<file path="config.mk">
export PLATFORM = sky130hd
export DESIGN_NAME = dtmr_top
export DESIGN_NICKNAME = d
export VERILOG_FILES = /design/src/rtl/dtmr_pkg.sv /design/src/rtl/dtmr_prescaler.sv /design/src/rtl/dtmr_channel.sv /design/src/rtl/dtmr_top.sv
export SDC_FILE = /design/constraint.sdc
export NUM_CORES = 1
export LEC_CHECK = 0
export CORE_AREA = 2 2 164 118
export CTS_BUF_LIST = sky130_fd_sc_hd__clkbuf_2
export DETAILED_ROUTE_END_ITERATION = 12
export DIE_AREA = 0 0 166 120
export PLACE_DENSITY = 0.75
export REMOVE_ABC_BUFFERS = 1
export SLEW_MARGIN = 0
export SYNTH_ARGS = -nofsm -noshare
export SYNTH_HDL_FRONTEND = slang
export SYNTH_SLANG_ARGS = --single-unit
</file>
<file path="constraint.sdc">
create_clock -name clk -period 4.5 [get_ports clk]
set_clock_uncertainty 0.15 [all_clocks]
set_input_delay 0.45 -clock clk [delete_from_list [all_inputs] [get_ports clk]]
set_output_delay 0.45 -clock clk [all_outputs]
set_load 0.1 [all_outputs]
</file>
<file path="src/rtl/dtmr_pkg.sv">
package dtmr_pkg;

  localparam int unsigned NUM_CH  = 2;
  localparam int unsigned DIV_W   = 3;
  localparam int unsigned PSC_W   = (1 << DIV_W) - 1;

  localparam logic [7:0] OFF_CTRL = 8'h00;
  localparam logic [7:0] OFF_EVT  = 8'h04;

  localparam logic [31:0] CTRL_KEEP = 32'h01F8_180F;

  function automatic int en_pos(input int ch);
    return 2 * ch;
  endfunction

  function automatic int rel_pos(input int ch);
    return 2 * ch + 1;
  endfunction

  function automatic int ref_pos(input int ch);
    return 11 + ch;
  endfunction

  function automatic int div_pos(input int ch);
    return 19 + 3 * ch;
  endfunction

  function automatic int flag_pos(input int ch);
    return 8 * ch;
  endfunction

  function automatic logic [7:0] reload_off(input int ch);
    return 8'(8'h10 + 8 * ch);
  endfunction

  function automatic logic [7:0] value_off(input int ch);
    return 8'(8'h14 + 8 * ch);
  endfunction

  // Low D bits set: divider period 2^D minus one.
  function automatic logic [PSC_W-1:0] psc_mask(input logic [DIV_W-1:0] d);
    logic [PSC_W-1:0] m;
    for (int i = 0; i < PSC_W; i++) m[i] = (i < int'(d));
    return m;
  endfunction

endpackage

</file>
<file path="src/rtl/dtmr_prescaler.sv">
module dtmr_prescaler
  import dtmr_pkg::*;
(
  input  logic             clk,
  input  logic             rst_n,
  input  logic             en,
  input  logic             refsel,
  input  logic             ref_tick,
  input  logic [DIV_W-1:0] div,
  output logic             tick
);

  logic [PSC_W-1:0] psc_q;
  logic [PSC_W-1:0] mask;
  logic             psc_hit;

  assign mask    = psc_mask(div);
  assign psc_hit = ((psc_q & mask) == mask);
  assign tick    = en & (refsel ? ref_tick : psc_hit);

  always_ff @(posedge clk or negedge rst_n) begin
    if (!rst_n)      psc_q <= '0;
    else if (!en)    psc_q <= '0;
    else if (psc_hit) psc_q <= '0;
    else             psc_q <= psc_q + 1'b1;
  end

  // First enabled cycle of a divided source ticks only for divide-by-one.
  p_first_tick_r4: assert property (@(posedge clk) disable iff (!rst_n)
    ($rose(en) && !refsel && (div != '0)) |-> !tick)
    else $error("p_first_tick_r4");

endmodule

</file>
<file path="src/rtl/dtmr_channel.sv">
module dtmr_channel #(
  parameter int unsigned DATA_W = 32
) (
  input  logic              clk,
  input  logic              rst_n,
  input  logic              tick,
  input  logic              reload_en,
  input  logic              load,
  input  logic [DATA_W-1:0] load_val,
  input  logic [DATA_W-1:0] reload_val,
  output logic [DATA_W-1:0] count,
  output logic              expire
);

  logic armed_q;
  logic at_zero;

  assign at_zero = (count == '0);
  assign expire  = tick & at_zero & (reload_en | armed_q) & ~load;

  always_ff @(posedge clk or negedge rst_n) begin
    if (!rst_n) begin
      count   <= '0;
      armed_q <= 1'b0;
    end else if (load) begin
      count   <= load_val;
      armed_q <= 1'b1;
    end else if (expire) begin
      count <= reload_en ? reload_val : '0;
      if (!reload_en) armed_q <= 1'b0;
    end else if (tick && !at_zero) begin
      count <= count - 1'b1;
    end
  end

  p_hold_r3: assert property (@(posedge clk) disable iff (!rst_n)
    (!tick && !load) |=> $stable(count))
    else $error("p_hold_r3");

  p_reload_r6: assert property (@(posedge clk) disable iff (!rst_n)
    (expire && reload_en) |=> (count == $past(reload_val)))
    else $error("p_reload_r6");

  p_oneshot_idle_r7: assert property (@(posedge clk) disable iff (!rst_n)
    (!armed_q && !reload_en && !load) |-> !expire)
    else $error("p_oneshot_idle_r7");

endmodule

</file>
<file path="src/rtl/dtmr_top.sv">
module dtmr_top
  import dtmr_pkg::*;
#(
  parameter int unsigned ADDR_W = 8,
  parameter int unsigned DATA_W = 32
) (
  input  logic              clk,
  input  logic              rst_n,
  input  logic              ref_tick,
  input  logic              bus_we,
  input  logic [ADDR_W-1:0] bus_addr,
  input  logic [DATA_W-1:0] bus_wdata,
  output logic [DATA_W-1:0] bus_rdata,
  output logic              irq_t0,
  output logic              irq_t1
);

  logic [DATA_W-1:0] ctrl_q;
  logic [NUM_CH-1:0] flag_q;
  logic [NUM_CH-1:0] tick_w;
  logic [NUM_CH-1:0] expire_w;
  logic [NUM_CH-1:0] load_w;
  logic [NUM_CH-1:0] clr_req;
  logic [DATA_W-1:0] reload_q [NUM_CH];
  logic [DATA_W-1:0] count_w  [NUM_CH];

  logic wr_ctrl, wr_evt;
  assign wr_ctrl = bus_we && (bus_addr == ADDR_W'(OFF_CTRL));
  assign wr_evt  = bus_we && (bus_addr == ADDR_W'(OFF_EVT));

  always_ff @(posedge clk or negedge rst_n) begin
    if (!rst_n)       ctrl_q <= '0;
    else if (wr_ctrl) ctrl_q <= bus_wdata & DATA_W'(CTRL_KEEP);
  end

  for (genvar i = 0; i < NUM_CH; i++) begin : g_ch
    localparam int EN_B  = en_pos(i);
    localparam int REL_B = rel_pos(i);
    localparam int REF_B = ref_pos(i);
    localparam int DIV_B = div_pos(i);
    localparam int FLG_B = flag_pos(i);

    logic wr_reload;
    assign wr_reload  = bus_we && (bus_addr == ADDR_W'(reload_off(i)));
    assign load_w[i]  = bus_we && (bus_addr == ADDR_W'(value_off(i)));
    assign clr_req[i] = wr_evt && !bus_wdata[FLG_B];

    always_ff @(posedge clk or negedge rst_n) begin
      if (!rst_n)         reload_q[i] <= '0;
      else if (wr_reload) reload_q[i] <= bus_wdata;
    end

    dtmr_prescaler u_psc (
      .clk      (clk),
      .rst_n    (rst_n),
      .en       (ctrl_q[EN_B]),
      .refsel   (ctrl_q[REF_B]),
      .ref_tick (ref_tick),
      .div      (ctrl_q[DIV_B +: DIV_W]),
      .tick     (tick_w[i])
    );

    dtmr_channel #(.DATA_W(DATA_W)) u_cnt (
      .clk        (clk),
      .rst_n      (rst_n),
      .tick       (tick_w[i]),
      .reload_en  (ctrl_q[REL_B]),
      .load       (load_w[i]),
      .load_val   (bus_wdata),
      .reload_val (reload_q[i]),
      .count      (count_w[i]),
      .expire     (expire_w[i])
    );

    // Hardware set has priority over a software clear.
    always_ff @(posedge clk or negedge rst_n) begin
      if (!rst_n)            flag_q[i] <= 1'b0;
      else if (expire_w[i])  flag_q[i] <= 1'b1;
      else if (clr_req[i])   flag_q[i] <= 1'b0;
    end

    p_flag_set_r8: assert property (@(posedge clk) disable iff (!rst_n)
      expire_w[i] |=> flag_q[i])
      else $error("p_flag_set_r8");

    p_flag_clr_r8: assert property (@(posedge clk) disable iff (!rst_n)
      (clr_req[i] && !expire_w[i]) |=> !flag_q[i])
      else $error("p_flag_clr_r8");
  end

  always_comb begin
    bus_rdata = '0;
    if (bus_addr == ADDR_W'(OFF_CTRL)) bus_rdata = ctrl_q;
    if (bus_addr == ADDR_W'(OFF_EVT)) begin
      for (int i = 0; i < NUM_CH; i++) bus_rdata[flag_pos(i)] = flag_q[i];
    end
    for (int i = 0; i < NUM_CH; i++) begin
      if (bus_addr == ADDR_W'(reload_off(i))) bus_rdata = reload_q[i];
      if (bus_addr == ADDR_W'(value_off(i)))  bus_rdata = count_w[i];
    end
  end

  assign irq_t0 = flag_q[0];
  assign irq_t1 = flag_q[1];

  p_irq_follow_r9: assert property (@(posedge clk) disable iff (!rst_n)
    expire_w[0] |=> irq_t0)
    else $error("p_irq_follow_r9");

endmodule

</file>
==> impl_metrics.toml, run 1 <==
[critical_path]
path_class = "in -> out"
reg2reg_depth = 8
worstPathArrival_ps = 3170
path_cells = "clkdlybuf4s50_1 > or4_4 > or3b_1 > nor2_2 > a22oi_1 > o22ai_1 > buf_12"
timing.rr.end = "g_ch[0].u_cnt.count[18]"
startpoint_type = "input pin"
path_max_fanout = 9
slowest_delay_ps = 570
r2r_slack_ps = 830
required_ps = 3900
critPathSlowestCell = "or4_4"
cp-end-kind = "output pin"
rr_startpoint = "g_ch[0].u_cnt.count[16]"

[yosys]
syn_area_um2 = 9886
yosys_warnings = 0
synth_top_area_share_pct = 39.99
yosysMostFrequentCell = "dfrtp_1"
synth_cell_types = 81
synth.top_cells.by_area = "dfrtp_1, mux2_2, mux4_2"
ys_ff_latch = 158
synth_edf_count = 0
async_flop_share_pct = 100.0
syn_inst = 1035
yosys_most_used_dff = "dfrtp_1"
synth.top_cells.by_count = "dfrtp_1, nor2_1, mux2_2, nand2_1, a21oi_1"
synth_area_leader_cell = "dfrtp_1"
synth_seq_area_share_pct = 39.99
avgSynthCellArea_um2 = 9.551

[clocking]
cts_buffer_depth = 2
clkSinkCount = 158
path_clk_slew_ps = 220
clock-root-buffer = "clkbuf_2"
cts_buffers = 17
clock_latency_ps = 780
htreeDepth = 4
cts_tree = "done"
cts_setup_buffers = 0

[final_layout]
synthToLayoutAreaGrowth_pct = 13.35
antenna_cells = 0
drive_above_1_share_pct = 20.86
final_nets = 1154

[route]
vias = 9340
first_iter_violations = 1608
wl_mm = 32.62
routedWlPerCell_um = 24.00
route.detailed.drc = 0
antenna_left = 0
vias_per_cell = 6.873
firstDrtPassIters = 6

[power]
power.total_uw = 3344
powerDensity_nw_per_um2 = 298.4
leakage_uw = 0.004795
ir_worst_vdd_uv = 203.4

[grt]
track_usage_pct = 32.95
antenna_found_initial = 0
grt_pass1_wl_mm = 50.76
grt_max_degree = 99
overflow = 0
grt_pass1_vias = 8706

[die]
row_count = 42
die_h_um = 120
io_pins = 78
die_area_um2 = 19920
die_w_um = 166
start_util_pct = 53.60
core-area_um2 = 18450

[place]
routabilityCongestion = 1.010
dp_hpwl_mm = 23.38
io_buffers = 77

[timing]
worst_pin_slew_ps = 1031
slew_headroom_pct = 30.80
fmax_mhz = 265.2
slew_viol_final = 0
fin_crit_ps = 3771
finalHoldViolations = 0
tns_ps = 0
hold-worst-slack_ps = 165.8
grt_setup_unrepaired = "no"
period_share_pct = 83.80
setup_viol = 0

[worst_hold_path]
holdCritPathClass = "in -> async"

[run_status]
status = "complete, no violations"

[run]
maxCapViolCount = 0
[kinds of logic after synthesis]
group / count (synthesis) / share of synthesized area (%)
xor gates and xnor gates: 24 / 2.126
muxes: 108 / 14.37
buffers and inverters: 89 / 4.417
DFF: 158 / 39.99
adders and majority gates: 6 / 0.7594
and+or+nand+nor: 363 / 18.91
AOI/OAI and AO/OA: 287 / 19.43
[worst max-delay path: cells and delay by family]
kind	cells	cell delay [ps]
buffers and inverters	2	620
AO/OA/AOI/OAI	2	470
AND/OR/NAND/NOR	3	1630
[flip-flops by register name, indices dropped and copies added (netlist names)]
register            flops
irq_t1                  1
reload_q               64
g_ch.u_cnt.count       64
irq_t0                  1
ctrl_q                 12
g_ch.u_psc.psc_q       14
g_ch.u_cnt.armed_q      2
[stage by stage]
| stage | std cells | area (µm²) | utilization (%) | setup WS (ps) |
|---|---|---|---|---|
| 2_1_floorplan | 967 | 9528 | - | 386.8 |
| 3_5_place_dp | 1326 | 10980 | 59.52 | 797.5 |
| 4_1_cts | 1359 | 11210 | 60.75 | 787.0 |
| 5_1_grt | 1359 | 11210 | 60.75 | 586.0 |
| 6_report | 1359 | 11210 | 60.75 | 729.2 |
| 3_3_place_gp | 1326 | 10980 | 59.52 | 793.9 |
[power by group]
group,switching [µW],internal [µW],total (µW)
logic,411,329,740
registers,259,1570,1820
clock network,529,251,780
[worst max path at each step]
stage          cells past startpoint                     from                      end  slack, ps
6_report                           7              bus_addr[1]             bus_rdata[3]        730
5_1_grt                            8  g_ch[0].u_cnt.count[16]  g_ch[0].u_cnt.count[18]        590
4_1_cts                            7              bus_addr[1]             bus_rdata[3]        790
3_5_place_dp                       7              bus_addr[1]            bus_rdata[22]        800
3_3_place_gp                       7              bus_addr[1]             bus_rdata[3]        790
2_1_floorplan                      5              bus_addr[1]            bus_rdata[19]        390
[cell type report]
class                      count  area (µm²)
fill                        1564        7239
multi-input combinational    788        5510
sequential                   158        3954
timing repair buffer         118        1142
tap                          242       302.8
clock inverter                13       122.6
clock buffer                  19       95.09
inverter                      21       78.83
[what timing repair did]
item	CTS	global route
hold endpoints to repair	96	0
hold buffers	1	0
resized for setup	0	0
[routing by layer]
metal  vias to the layer above  routed length (µm)  part of all wire, %  track usage (%)
li1                       4024                   -                    -                -
met1                      4533               13540                   41            48.47
met2                       685               13710                   42            47.93
met3                        98                4403                   13            8.608
met4                         0                 971                  3.0            9.565
met5                         -                   0                    0                0
[placed cells by master, fill, tap and decap left out, types with 6 or more instances in the layout]
master and instances:
and3_1 13, mux2i_1 8, o22ai_1 12, a22oi_1 13, a211oi_1 12, a21oi_1 77, a222oi_1 14, buf_4 60
nor3_1 32, xnor2_1 11, clkbuf_2 19, mux2_2 81, nor4_1 10, o21ai_0 68, nand2b_1 6, nand2_1 80
nand3_1 41, a31oi_1 8, nand4_1 10, xor2_1 13, nor2_1 94, buf_12 12, o21ai_1 8, or3_1 11
clkdlybuf4s50_1 42, dfrtp_1 158, a221oi_1 7, mux4_2 19, inv_1 21, ha_1 6, a221o_1 22, nor2b_1 23
(Power assumes the default switching activity.)
==> run 2: changes to the inputs <==
--- a/config.mk
+++ b/config.mk
@@ -9,7 +9,7 @@
 export CTS_BUF_LIST = sky130_fd_sc_hd__clkbuf_2
 export DETAILED_ROUTE_END_ITERATION = 12
 export DIE_AREA = 0 0 166 120
-export PLACE_DENSITY = 0.75
+export PLACE_DENSITY = 0.78
 export REMOVE_ABC_BUFFERS = 1
 export SLEW_MARGIN = 0
 export SYNTH_ARGS = -nofsm -noshare
==> constraint.sdc (replaced) <==
create_clock -name clk -period 3.09 [get_ports clk]
set_clock_uncertainty 0.15 [all_clocks]
set_input_delay 0.309 -clock clk [delete_from_list [all_inputs] [get_ports clk]]
set_output_delay 0.309 -clock clk [all_outputs]
set_load 0.1 [all_outputs]
==> run 2 against run 1 <==
  * First-iteration DRC count up 3.7%
  * Wire length up 12%
  * Die area unchanged
  * Combinational power up 93%
  * Clock-buffer cell count down 1
  * Non-clock buffer count up 117
  * Utilization up 7.6 points
  * Register-to-register slack worse by 810 ps
  * Clock power up 58%
  * Via count up 6.4%
  * Critical endpoint is now g_ch[1].u_cnt.count[21]
==> impl_metrics.toml, run 2 (synthesis gave the netlist of run 1 again) <==
[timing]
setup_viol = 0
fin_crit_ps = 3067
finalHoldViolations = 0
grt_setup_unrepaired = "yes"
slew_viol_final = 0
slew_headroom_pct = 49.00
timing.final.ws_setup_ps = 22.80
period_share_pct = 99.26
fmax_mhz = 326.0
worst_pin_slew_ps = 762.2

[power]
powerDensity_nw_per_um2 = 414.4
leakage_uw = 0.005546
ir_worst_vdd_uv = 263.4

[route]
antenna_left = 0
vias = 9937
route.detailed.drc = 0
first_iter_violations = 1667
vias_per_cell = 6.732
firstDrtPassIters = 8
routedWlPerCell_um = 24.85
wl_mm = 36.68

[run]
maxCapViolCount = 0

[critical_path]
worstSetupStartpoint = "g_ch[1].u_cnt.count[27]"
cp-end-kind = "register"
path_class = "reg -> reg"
rr_startpoint = "g_ch[1].u_cnt.count[27]"
crit_path_end = "g_ch[1].u_cnt.count[21]"
reg2reg_depth = 11
r2r_slack_ps = 20
worstPathArrival_ps = 3600
path_max_fanout = 6
timing.rr.end = "g_ch[1].u_cnt.count[21]"
startpoint_type = "register"
required_ps = 3620

[clocking]
cts_buffers = 17
clock-root-buffer = "clkbuf_2"
path_clk_slew_ps = 240
cts_buffer_depth = 2
clkSinkCount = 158
cts_tree = "done"
htreeDepth = 4
clock_latency_ps = 800

[place]
dp_hpwl_mm = 26.47
pre_cts_slack_ps = -51.23
routabilityCongestion = 1.015
io_buffers = 77
dp.cells = 1431

[grt]
track_usage_pct = 36.67
grt_max_degree = 66
grt_pass1_wl_mm = 55.89
overflow = 0
grt_pass1_vias = 9797
antenna_found_initial = 0

[die]
row_count = 42
core-area_um2 = 18450
die_w_um = 166
die_area_um2 = 19920
io_pins = 78
die_h_um = 120
start_util_pct = 53.60

[final_layout]
ff_latch_area_um2 = 3954
multi_input_area_um2 = 5619
fillerInstances = 1415
synthToLayoutAreaGrowth_pct = 27.57
final_nets = 1271
mostFrequentLayoutCell = "dfrtp_1"
largestRegisters = "g_ch.u_cnt.count x64, reload_q x64, g_ch.u_psc.psc_q x14"
antenna_cells = 0
instances_no_fill = 1476
drive_above_1_share_pct = 29.66
layout_common_cells = "dfrtp_1, buf_4, nor2_1"

[worst_hold_path]
holdCritPathClass = "in -> reg"

[run_status]
status = "complete, no violations"
==> run 2: cell types whose count changed in the layout (fill, tap and decap cells not counted), sizes merged <==
cell,change
clkbuf,-1
dlygate4sd3,+5
buf,+114
inv,+4
clkdlybuf4s50,-2
clkinv,-5
clkinvlp,+2
==> run 2: timing repair <==
| item | in CTS | in global routing |
|---|---|---|
| hold buffers | 7 | 0 |
| gates resized for setup | 2 | 24 |
| setup endpoints to repair | 5 | 31 |
| setup buffers | 3 | 4 |
| pin swaps | 1 | 8 |
| endpoints found under the hold margin | 162 | 0 |
==> run 2: worst min path at each step <==
stage	end	depth (start not counted)	start	slack, ps
2_1_floorplan	ctrl_q[0]	0	rst_n	-140
3_3_place_gp	reload_q[56]	1	rst_n	220
3_5_place_dp	reload_q[56]	1	rst_n	230
4_1_cts	g_ch[0].u_cnt.count[21]	3	bus_wdata[21]	5
5_1_grt	g_ch[0].u_cnt.count[21]	3	bus_wdata[21]	50
6_report	g_ch[0].u_cnt.count[21]	3	bus_wdata[21]	30
==> run 2: area by class of cell <==
type | count | area share, %
Multi-Input combinational cell | 788 | 44.56
Sequential cell | 158 | 31.35
Timing Repair Buffer | 235 | 19.11
Tap cell | 242 | 2.401
Clock inverter | 14 | 1.240
Clock buffer | 18 | 0.7144
Inverter | 21 | 0.6251
==> run 2: per-stage QoR <==
step / hold WS, ps / setup TNS, ps / util, % / instance area, µm² / power [µW]
floorplan: -136.6 / -30290 / - / 9528 / 3240
global placement: 216.2 / 0 / 65.66 / 12110 / 3908
detailed placement: 228.4 / -68.68 / 65.66 / 12110 / 3937
CTS: 4.515 / 0 / 67.66 / 12480 / 5164
global route: 53.09 / -102.5 / 68.37 / 12610 / 5439
finish: 34.37 / 0 / 68.37 / 12610 / 5226
==> run 2: per-layer routing <==
metal  vias up  global-route usage (%)  part of all wire [%]
met5         -                   2.558                  0.17
met4         2                   14.73                   3.3
met3       109                   10.42                    13
met2       693                   55.21                    44
met1      4864                   50.01                    40
li1       4269                       -                     -
==> run 2: report_power, final <==
| group | internal (µW) | leakage, µW | switching, µW |
|---|---|---|---|
| Clock | 388 | 0.000138 | 843 |
| Combinational | 659 | 0.00331 | 769 |
| Sequential | 2280 | 0.00210 | 284 |
==> run 2: critical path, stage by stage, from the launching register on <==
cell and delay (ps):
dfrtp_1 430, or4_4 600, nor4b_4 270, nand4_1 130
buf_6 160, nor4_4 270, buf_6 160, buf_4 110
inv_1 80, and3_1 190, a311oi_2 290, o21ai_1 130
